[src/rtl/spi_fe_pkg.sv]
package spi_fe_pkg;

    localparam int BYTE_W = 8;
    localparam int CNT_W  = $clog2(BYTE_W);

    typedef enum logic [1:0] {
        ST_IDLE,
        ST_OPC,
        ST_DATA,
        ST_LOCK
    } fe_state_t;

    localparam logic [BYTE_W-1:0] CMD_WR_ENA   = 8'h06;
    localparam logic [BYTE_W-1:0] CMD_WR_DIS   = 8'h04;
    localparam logic [BYTE_W-1:0] CMD_STAT_RD  = 8'h05;
    localparam logic [BYTE_W-1:0] CMD_STAT_WR  = 8'h01;
    localparam logic [BYTE_W-1:0] CMD_ARR_RD   = 8'h03;
    localparam logic [BYTE_W-1:0] CMD_ARR_PROG = 8'h02;
    localparam logic [BYTE_W-1:0] CMD_SECT_ERS = 8'h52;

    function automatic logic fe_known_cmd(input logic [BYTE_W-1:0] b);
        case (b)
            CMD_WR_ENA, CMD_WR_DIS, CMD_STAT_RD, CMD_STAT_WR,
            CMD_ARR_RD, CMD_ARR_PROG, CMD_SECT_ERS: return 1'b1;
            default:                                return 1'b0;
        endcase
    endfunction

endpackage

[src/rtl/spi_fe_sync.sv]
// Multi-stage synchronizer bank for the serial pins.
module spi_fe_sync #(
    parameter int          N_SIG   = 4,
    parameter int          STAGES  = 2,
    parameter logic [N_SIG-1:0] RST_VAL = '0
) (
    input  logic             clk,
    input  logic             rst_n,
    input  logic [N_SIG-1:0] din,
    output logic [N_SIG-1:0] dout
);

    for (genvar g = 0; g < N_SIG; g++) begin : g_chain
        logic [STAGES-1:0] chain;
        always_ff @(posedge clk or negedge rst_n) begin
            if (!rst_n) begin
                chain <= {STAGES{RST_VAL[g]}};
            end else begin
                chain <= {chain[STAGES-2:0], din[g]};
            end
        end
        assign dout[g] = chain[STAGES-1];
    end

endmodule

[src/rtl/spi_fe_pace.sv]
// Pause flag and qualified SCK edges.
module spi_fe_pace (
    input  logic clk,
    input  logic rst_n,
    input  logic cs_hi,
    input  logic sck_lvl,
    input  logic hold_lvl,
    output logic held,
    output logic rise_ok,
    output logic fall_ok
);

    logic sck_prev;

    always_ff @(posedge clk or negedge rst_n) begin
        if (!rst_n) begin
            sck_prev <= 1'b0;
            held     <= 1'b0;
        end else begin
            sck_prev <= sck_lvl;
            if (cs_hi) begin
                held <= 1'b0;
            end else if (!sck_lvl) begin
                held <= ~hold_lvl;
            end
        end
    end

    assign rise_ok = sck_lvl & ~sck_prev & ~held & ~cs_hi;
    assign fall_ok = ~sck_lvl & sck_prev & ~held & ~cs_hi;

endmodule

[src/rtl/spi_fe_tx.sv]
// Falling-edge output shifter with deferred byte capture.
module spi_fe_tx #(
    parameter int BYTE_W = 8
) (
    input  logic              clk,
    input  logic              rst_n,
    input  logic              clear,
    input  logic              load_req,
    input  logic              fall_ok,
    input  logic [BYTE_W-1:0] tx_byte,
    input  logic              tx_en,
    output logic              so,
    output logic              drive
);

    logic [BYTE_W-1:0] out_sr;
    logic              pend;

    always_ff @(posedge clk or negedge rst_n) begin
        if (!rst_n) begin
            out_sr <= '0;
            pend   <= 1'b0;
            drive  <= 1'b0;
        end else if (clear) begin
            out_sr <= '0;
            pend   <= 1'b0;
            drive  <= 1'b0;
        end else begin
            if (load_req) begin
                pend <= 1'b1;
            end
            if (fall_ok) begin
                if (pend) begin
                    out_sr <= tx_byte;
                    drive  <= tx_en;
                    pend   <= 1'b0;
                end else begin
                    out_sr <= {out_sr[BYTE_W-2:0], 1'b0};
                end
            end
        end
    end

    assign so = out_sr[BYTE_W-1];

endmodule

[src/rtl/spi_slave_front.sv]
module spi_slave_front
    import spi_fe_pkg::*;
#(
    parameter int SYNC_STAGES = 2
) (
    input  logic              clk,
    input  logic              rst_n,
    input  logic              cs_n,
    input  logic              sck,
    input  logic              si,
    input  logic              hold_n,
    output logic              so,
    output logic              so_oe,
    output logic              cmd_valid,
    output logic [BYTE_W-1:0] cmd_code,
    output logic              rx_valid,
    output logic [BYTE_W-1:0] rx_byte,
    input  logic [BYTE_W-1:0] tx_byte,
    input  logic              tx_en
);

    localparam int N_PINS = 4;
    localparam logic [CNT_W-1:0] LAST_BIT = CNT_W'(BYTE_W - 1);

    logic [N_PINS-1:0] pins_raw, pins_s;
    logic cs_hi, sck_lvl, si_lvl, hold_lvl;
    logic held, rise_ok, fall_ok, drive;

    fe_state_t         state_q, state_d;
    logic [CNT_W-1:0]  bit_cnt;
    logic [BYTE_W-1:0] in_sr;
    logic [BYTE_W-1:0] byte_now;
    logic              shift_en, byte_done, cmd_ok, load_req, tx_clear;

    assign pins_raw = {hold_n, si, sck, cs_n};

    spi_fe_sync #(
        .N_SIG   (N_PINS),
        .STAGES  (SYNC_STAGES),
        .RST_VAL (4'b1001)
    ) u_sync (
        .clk  (clk),
        .rst_n(rst_n),
        .din  (pins_raw),
        .dout (pins_s)
    );

    assign cs_hi    = pins_s[0];
    assign sck_lvl  = pins_s[1];
    assign si_lvl   = pins_s[2];
    assign hold_lvl = pins_s[3];

    spi_fe_pace u_pace (
        .clk     (clk),
        .rst_n   (rst_n),
        .cs_hi   (cs_hi),
        .sck_lvl (sck_lvl),
        .hold_lvl(hold_lvl),
        .held    (held),
        .rise_ok (rise_ok),
        .fall_ok (fall_ok)
    );

    assign shift_en  = rise_ok & ((state_q == ST_OPC) | (state_q == ST_DATA));
    assign byte_done = shift_en & (bit_cnt == LAST_BIT);
    assign byte_now  = {in_sr[BYTE_W-2:0], si_lvl};
    assign cmd_ok    = fe_known_cmd(byte_now);
    assign load_req  = byte_done & ((state_q == ST_DATA) | ((state_q == ST_OPC) & cmd_ok));
    assign tx_clear  = cs_hi | (state_q == ST_IDLE) | (state_q == ST_LOCK);

    // Next-state logic
    always_comb begin
        state_d = state_q;
        unique case (state_q)
            ST_IDLE: if (!cs_hi) state_d = ST_OPC;
            ST_OPC: begin
                if (cs_hi)          state_d = ST_IDLE;
                else if (byte_done) state_d = cmd_ok ? ST_DATA : ST_LOCK;
            end
            ST_DATA: if (cs_hi) state_d = ST_IDLE;
            ST_LOCK: if (cs_hi) state_d = ST_IDLE;
        endcase
    end

    // State register
    always_ff @(posedge clk or negedge rst_n) begin
        if (!rst_n) state_q <= ST_IDLE;
        else        state_q <= state_d;
    end

    // Bit position and input shift register
    always_ff @(posedge clk or negedge rst_n) begin
        if (!rst_n) begin
            bit_cnt <= '0;
            in_sr   <= '0;
        end else if (cs_hi || state_q == ST_IDLE) begin
            bit_cnt <= '0;
            in_sr   <= '0;
        end else if (shift_en) begin
            bit_cnt <= bit_cnt + 1'b1;
            in_sr   <= byte_now;
        end
    end

    // Registered outputs toward the core
    always_ff @(posedge clk or negedge rst_n) begin
        if (!rst_n) begin
            cmd_valid <= 1'b0;
            cmd_code  <= '0;
            rx_valid  <= 1'b0;
            rx_byte   <= '0;
        end else begin
            cmd_valid <= 1'b0;
            rx_valid  <= 1'b0;
            if (cs_hi) begin
                cmd_code <= '0;
            end else if (byte_done) begin
                if (state_q == ST_OPC && cmd_ok) begin
                    cmd_valid <= 1'b1;
                    cmd_code  <= byte_now;
                end else if (state_q == ST_DATA) begin
                    rx_valid <= 1'b1;
                    rx_byte  <= byte_now;
                end
            end
        end
    end

    spi_fe_tx #(
        .BYTE_W(BYTE_W)
    ) u_tx (
        .clk     (clk),
        .rst_n   (rst_n),
        .clear   (tx_clear),
        .load_req(load_req),
        .fall_ok (fall_ok),
        .tx_byte (tx_byte),
        .tx_en   (tx_en),
        .so      (so),
        .drive   (drive)
    );

    assign so_oe = drive & ~held;

endmodule

[config.mk]
export PLATFORM = sky130hd
export DESIGN_NAME = spi_slave_front
export DESIGN_NICKNAME = d
export VERILOG_FILES = /design/src/rtl/spi_fe_pkg.sv /design/src/rtl/spi_fe_sync.sv /design/src/rtl/spi_fe_pace.sv /design/src/rtl/spi_fe_tx.sv /design/src/rtl/spi_slave_front.sv
export SDC_FILE = /design/constraint.sdc
export NUM_CORES = 1
export LEC_CHECK = 0
export ABC_AREA = 1
export BUFFER_PORTS_ARGS = -buffer_cell sky130_fd_sc_hd__buf_4
export CELL_PAD_IN_SITES_DETAIL_PLACEMENT = 1
export CELL_PAD_IN_SITES_GLOBAL_PLACEMENT = 2
export CORE_MARGIN = 1.5
export CORE_UTILIZATION = 36
export CTS_BUF_LIST = sky130_fd_sc_hd__clkbuf_2 sky130_fd_sc_hd__clkbuf_4 sky130_fd_sc_hd__clkbuf_8
export DETAILED_ROUTE_END_ITERATION = 12
export PLACE_DENSITY = 0.9
export SYNTH_ARGS = -nofsm -noshare
export SYNTH_HDL_FRONTEND = slang
export SYNTH_SLANG_ARGS = --single-unit
[constraint.sdc]
create_clock -name clk -period 1.85 [get_ports clk]
set_clock_uncertainty 0.05 [all_clocks]
set_input_delay 0.0925 -clock clk [delete_from_list [all_inputs] [get_ports clk]]
set_output_delay 0.0925 -clock clk [all_outputs]
set_load 0.02 [all_outputs]
==> results.ini, run 1 <==
[placed_design]
hpwl_um = 3499
gp_congestion = 0.7940
io_buffers = 34
post_dp_cell_area_mm2 = 0.002557
place_ws_ns = -0.02064

[detailed_routing]
postRouteAntennaNets = 0
wl_um = 4784
vias = 1664
via_per_inst = 4.782
dr.pass1.iters = 4
wire_per_inst_um = 13.75
drc_errors = 0
drt_iter0_drc = 79

[floorplanning]
start_util_pct = 37.32
die_x_um = 81.35
ios = 35
fp.dieH_um = 81.35
die_area_mm2 = 0.006617
std_cell_rows = 28
core_mm2 = 0.005921

[power]
p_int_mw = 1.691
power_density_mw_per_mm2 = 883.4
irDropWorstVdd_mv = 0.3371
power_frac_clock_pct = 30.1
p_leak_nw = 1.403
p_comb_share_pct = 21.8
p_switching_mw = 0.7269
swShare_pct = 30.06
p_seq_share_pct = 48.2

[sta]
holdWs_ns = 0.003646
post-route-period-util_pct = 93.02
slew_headroom_pct = 57.83
finalSetupViolCount = 0
slew_viol_final = 0
worst_slack_ns = 0.1291
worst_pin_slew_ns = 0.6326
fmaxAchievable_mhz = 581.1
min_period_ns = 1.721
finalHoldViolCount = 0

[yosys]
synthFlopType = dfrtp_1
syn_inst = 226
synthesis.nets = 248
synth_common_cells = 46 x dfrtp_1, 46 x nand2_1, 31 x inv_1, 19 x nand3_1, 16 x o21ai_0
synth_edf_count = 0
synth.distinct_cells = 31
yosys-top-cells-area = dfrtp_1 52%, nand2_1 7.8%, inv_1 5.3%, dfstp_2 4.8%, nand3_1 4.3%
synth_warnings = 0
synth_seq_cells = 50
yosysTopAreaCellShare_pct = 52.10
ys_seq_area_share_pct = 56.85
synth_area_per_cell_um2 = 9.777
ys_async_sr_fraction_pct = 100.0
synth_area_mm2 = 0.002210
yosysTopAreaCell = dfrtp_1

[flow_run]
cap_violations = 0

[layout]
fin_util_pct = 46.24
layout-drive-gt1-share_pct = 24.54
final_cell_area_mm2 = 0.002738
layout.nets = 294
antennaDiodeCount = 0
syn2layout_area_growth_pct = 23.90

[clocking]
insertion_delay_ns = 0.31
cts_made_buffers = 5
tritoncts = done
clkTransAtPathRegs_ns = 0.08
cts.sinks = 50
h-tree-depth = 2
clk_path_buf_depth = 2
clockRootBuffer = clkbuf_8
postCtsSetupRepairBufs = 0

[hold_path]
min_path_type = input port to register

[setup_path]
critPathMaxStageDelay_ns = 0.40
worstPathMaxFanout = 10
critical_path_arrival_ns = 1.86
critPathSlowestCell = dfrtp_1
required_ns = 1.99
rrSetupSlack_ns = 0.13
start_kind = register
cp-end-kind = register
worstPathCellList = inv_1, ha_1, inv_1, nor2_4, nand3_4, nor2_8, nand2_4, nand2_1, nand2_1
crit_type = register to register

[grt]
antenna_found_initial = 0
track_usage_pct = 16.57
grt_start_max_net_pins = 51
grt_pass1_vias = 1688
grt_first_pass_wirelength_um = 8142
gr-total-overflow = 0

[status]
status = finished, final reports clean

-- placed cells by master (no fill, tap or decap), types with 2 or more instances in the layout --
| cell type | netlist | final |
|---|---|---|
| nand3_1 | 19 | 19 |
| dfstp_2 | 4 | 4 |
| nor2_1 | 13 | 12 |
| buf_4 | 1 | 36 |
| nand2_2 | 2 | 3 |
| clkbuf_8 | 0 | 8 |
| nand2_1 | 46 | 45 |
| nand4_1 | 5 | 5 |
| mux2i_1 | 2 | 2 |
| inv_2 | 2 | 2 |
| o22ai_1 | 13 | 13 |
| dlygate4sd3_1 | 0 | 6 |
| inv_1 | 31 | 31 |
| nor2_4 | 1 | 2 |
| nand3_4 | 2 | 2 |
| nand2_4 | 2 | 2 |
| dfrtp_1 | 46 | 46 |
| ha_1 | 7 | 7 |
| o21ai_0 | 16 | 16 |
-- what timing repair did --
action,in CTS,in global routing
hold buffers,6,0
gates resized for setup,1,2
gates cloned,0,0
setup endpoints to repair,4,18
hold endpoints to repair,51,0
-- power groups by stage --
| stage | registers (mW) | clock network [mW] | logic, mW |
|---|---|---|---|
| CTS | 1.16 | 0.755 | 0.518 |
| global placement | 1.18 | 0 | 0.485 |
| global route | 1.17 | 0.810 | 0.580 |
| floorplan | 1.18 | 0 | 0.347 |
| finish | 1.16 | 0.728 | 0.526 |
| detailed placement | 1.19 | 0 | 0.501 |
-- path summary, 6_finish.rpt --
path                                                 startpoint                              endpoint  cells after the start
hold / removal                                            tx_en                u_tx.drive$_DFFE_PN0P_                      3
setup / recovery                         state_q[0]$_DFFE_PN0P_                rx_byte[1]$_DFFE_PN0P_                      9
min in group asynchronous                                 rst_n            u_tx.out_sr[5]$_DFFE_PN0P_                      2
setup reg to reg                         state_q[0]$_DFFE_PN0P_                rx_byte[1]$_DFFE_PN0P_                      9
max in group asynchronous                                 rst_n                  in_sr[6]$_DFFE_PN0P_                      2
hold reg to reg            u_sync.g_chain[1].chain[0]$_DFF_PN0_  u_sync.g_chain[1].chain[1]$_DFF_PN0_                      0
-- flip-flops by register name, indices dropped and copies added (netlist names) --
signal	cells
bit_cnt	3
cmd_code	8
cmd_valid	1
in_sr	7
rx_byte	8
rx_valid	1
state_q	2
u_pace.held	1
u_pace.sck_prev	1
u_sync.g_chain.chain	8
u_tx.drive	1
u_tx.out_sr	8
u_tx.pend	1
-- area by class of cell --
class                           instances  area (um2)
Clock buffer                            8       110.1
Fill cell                             693        3183
Tap cell                               75       93.84
Sequential cell                        50        1256
Inverter                               34       130.1
Timing Repair Buffer                   42       330.3
Multi-Input combinational cell        139       817.0
-- routing by layer --
metal	up-vias	track usage [%]	wire, um
li1	828	-	-
met1	802	22.10	2278
met2	26	25.29	2233
met3	8	4.270	157
met4	0	7.241	114
met5	-	0	0
-- critical path: cells and delay by family (launching register included) --
family,cells,cell delay [ns]
flops,1,0.40
simple gates,6,0.70
buf+inv,2,0.16
fa+ha+maj,1,0.29
-- metrics by stage --
step	power, mW	setup TNS, ns	cells
6_report	2.418	0	348
5_1_grt	2.560	-0.0006526	348
4_1_cts	2.437	0	348
3_5_place_dp	1.687	-0.04630	334
3_3_place_gp	1.666	0	334
2_1_floorplan	1.523	0	226
-- logic make-up (layout without fill, tap and decap cells) --
group,Yosys count,in the layout,share of synthesized area [%]
AOI/OAI and AO/OA,32,32,8.154
adders and majority gates,7,7,3.964
buffers and inverters,37,84,6.625
DFF,50,50,56.85
muxes,2,2,0.9060
and+or+nand+nor,98,98,23.50
Power figures use the tool's default switching activity.
==> run 2, diff against run 1 <==
Settings changed: CORE_ASPECT_RATIO set to 1.1.
==> run 2 against run 1 <==
  * Setup slack better by 0.015 ns
  * Sequential share of layout area fell by 0.42 points
  * Register-to-register slack barely moved
  * Via count increased by 0.90%
  * Non-clock buffer count up 3
  * Sequential power about the same
  * Sequential cell count stayed put
  * Routed wire length grew 0.46%
  * Maximum frequency up 0.87%
  * Global-route usage is 0.50 points lower
  * Combinational power is 6.8% higher
  * Critical path type unchanged
  * Highest routed layer unchanged
==> results.ini, run 2 (synthesis results as in run 1) <==
[status]
status = finished, final reports clean

[layout]
final_cell_mix = 46 x nand2_1, 46 x dfrtp_1, 38 x buf_4
syn2layout_area_growth_pct = 25.03
final_cells = 353
fin_util_pct = 47.29
layout.nets = 297
antennaDiodeCount = 0
final_cell_area_mm2 = 0.002763
layout-drive-gt1-share_pct = 24.64

[sta]
slew_headroom_pct = 59.55
grt_setup_unrepaired = false
worst_pin_slew_ns = 0.6068
worst_slack_ns = 0.1440
slew_viol_final = 0
finalHoldViolCount = 0
fmaxAchievable_mhz = 586.2
post-route-period-util_pct = 92.22
finalSetupViolCount = 0
min_period_ns = 1.706

[grt]
antenna_found_initial = 0
gr-total-overflow = 0
grt_pass1_vias = 1780
track_usage_pct = 16.06
grt_first_pass_wirelength_um = 8231
grt_start_max_net_pins = 51

[power]
p_switching_mw = 0.7390
p_comb_share_pct = 22.9
power_density_mw_per_mm2 = 887.6
power_frac_clock_pct = 29.8
swShare_pct = 30.14
p_leak_nw = 1.418
p_seq_share_pct = 47.3
irDropWorstVdd_mv = 0.3876
p_int_mw = 1.713

[clocking]
h-tree-depth = 2
clk_path_buf_depth = 2
tritoncts = done
cts.sinks = 50
cts_made_buffers = 5
clkTransAtPathRegs_ns = 0.09
clockRootBuffer = clkbuf_8
insertion_delay_ns = 0.31

[hold_path]
min_path_type = input port to register

[placed_design]
hpwl_um = 3359
io_buffers = 34
place_ws_ns = -0.003844
post_dp_cell_area_mm2 = 0.002560
dp.cells = 336
gp_congestion = 0.8168

[floorplanning]
start_util_pct = 37.82
die_area_mm2 = 0.006618
ios = 35
fp.dieH_um = 85.17
core_mm2 = 0.005842
die_x_um = 77.70
std_cell_rows = 29

[setup_path]
crit_end = cmd_code[5]$_DFFE_PN0P_
cp-end-kind = register
critPathMaxStageDelay_ns = 0.39
critical_path_arrival_ns = 1.86
required_ns = 2.00
rrSetupSlack_ns = 0.14
worstPathCellList = inv_1, ha_1, inv_1, nor2_4, nand3_4, inv_4, nand3_4, nand2_1, nor2_1
worstPathMaxFanout = 8
critPathSlowestCell = dfrtp_1
crit_type = register to register
cp-startpoint = state_q[0]$_DFFE_PN0P_
start_kind = register
r2r-start = state_q[0]$_DFFE_PN0P_
reg2reg_to = cmd_code[5]$_DFFE_PN0P_
r2r.worst_path.cells = 9

[detailed_routing]
dr.pass1.iters = 4
vias = 1679
postRouteAntennaNets = 0
drt_iter0_drc = 50
via_per_inst = 4.756
wl_um = 4806
drc_errors = 0
wire_per_inst_um = 13.61

[flow_run]
cap_violations = 0

-- run 2: worst min path at each step --
stage          startpoint                                   end  slack, ns  cells past startpoint
4_1_cts        tx_byte[4]            u_tx.out_sr[4]$_DFFE_PN0P_       0.05                      3
3_3_place_gp        rst_n  u_sync.g_chain[1].chain[0]$_DFF_PN0_       0.10                      1
5_1_grt        tx_byte[6]            u_tx.out_sr[6]$_DFFE_PN0P_       0.06                      3
2_1_floorplan       rst_n                bit_cnt[0]$_DFFE_PN0P_      -0.25                      0
3_5_place_dp        rst_n  u_sync.g_chain[1].chain[0]$_DFF_PN0_       0.11                      1
6_report       tx_byte[4]            u_tx.out_sr[4]$_DFFE_PN0P_       0.05                      3
-- run 2: final cells by class --
cell class | count | area [um2]
Tap cell | 77 | 96.34
Clock buffer | 8 | 110.1
Timing Repair Buffer | 45 | 355.3
Fill cell | 683 | 3079
Sequential cell | 50 | 1256
Inverter | 34 | 130.1
Multi-Input combinational cell | 139 | 814.5
-- run 2: timing repair --
item                                   4_1_cts  5_1_grt
resized for setup                            1        1
endpoints found under the hold margin       52        0
hold buffers                                 7        0
setup endpoints to repair                   20       29
buffers inserted                             0        2
-- run 2: through the flow --
step	TNS [ns]	power (mW)	hold WS, ns
floorplan	0	1.523	-0.2531
global placement	0	1.666	0.1044
detailed placement	-0.006747	1.684	0.1074
CTS	0	2.451	0.04820
global route	0	2.579	0.05948
finish	0	2.452	0.05144
-- run 2: power groups by stage --
stage,registers (mW),logic (mW),clock network [mW]
global placement,1.18,0.485,0
CTS,1.17,0.522,0.761
global route,1.16,0.623,0.794
finish,1.16,0.562,0.731
detailed placement,1.19,0.497,0
floorplan,1.18,0.347,0
-- run 2: per-layer routing --
metal	global-route usage, %	part of all wire (%)	up-vias
li1	-	-	829
met1	20.26	46	817
met2	26.56	50	28
met3	4.086	3.4	5
met4	5.950	1.3	0
met5	0	0	-
-- run 2: critical path: cells and delay by family (launching register included) --
kind,cells,cell delay [ns]
adders and majority gates,1,0.29
buffers and inverters,3,0.29
DFF,1,0.39
and+or+nand+nor,5,0.58
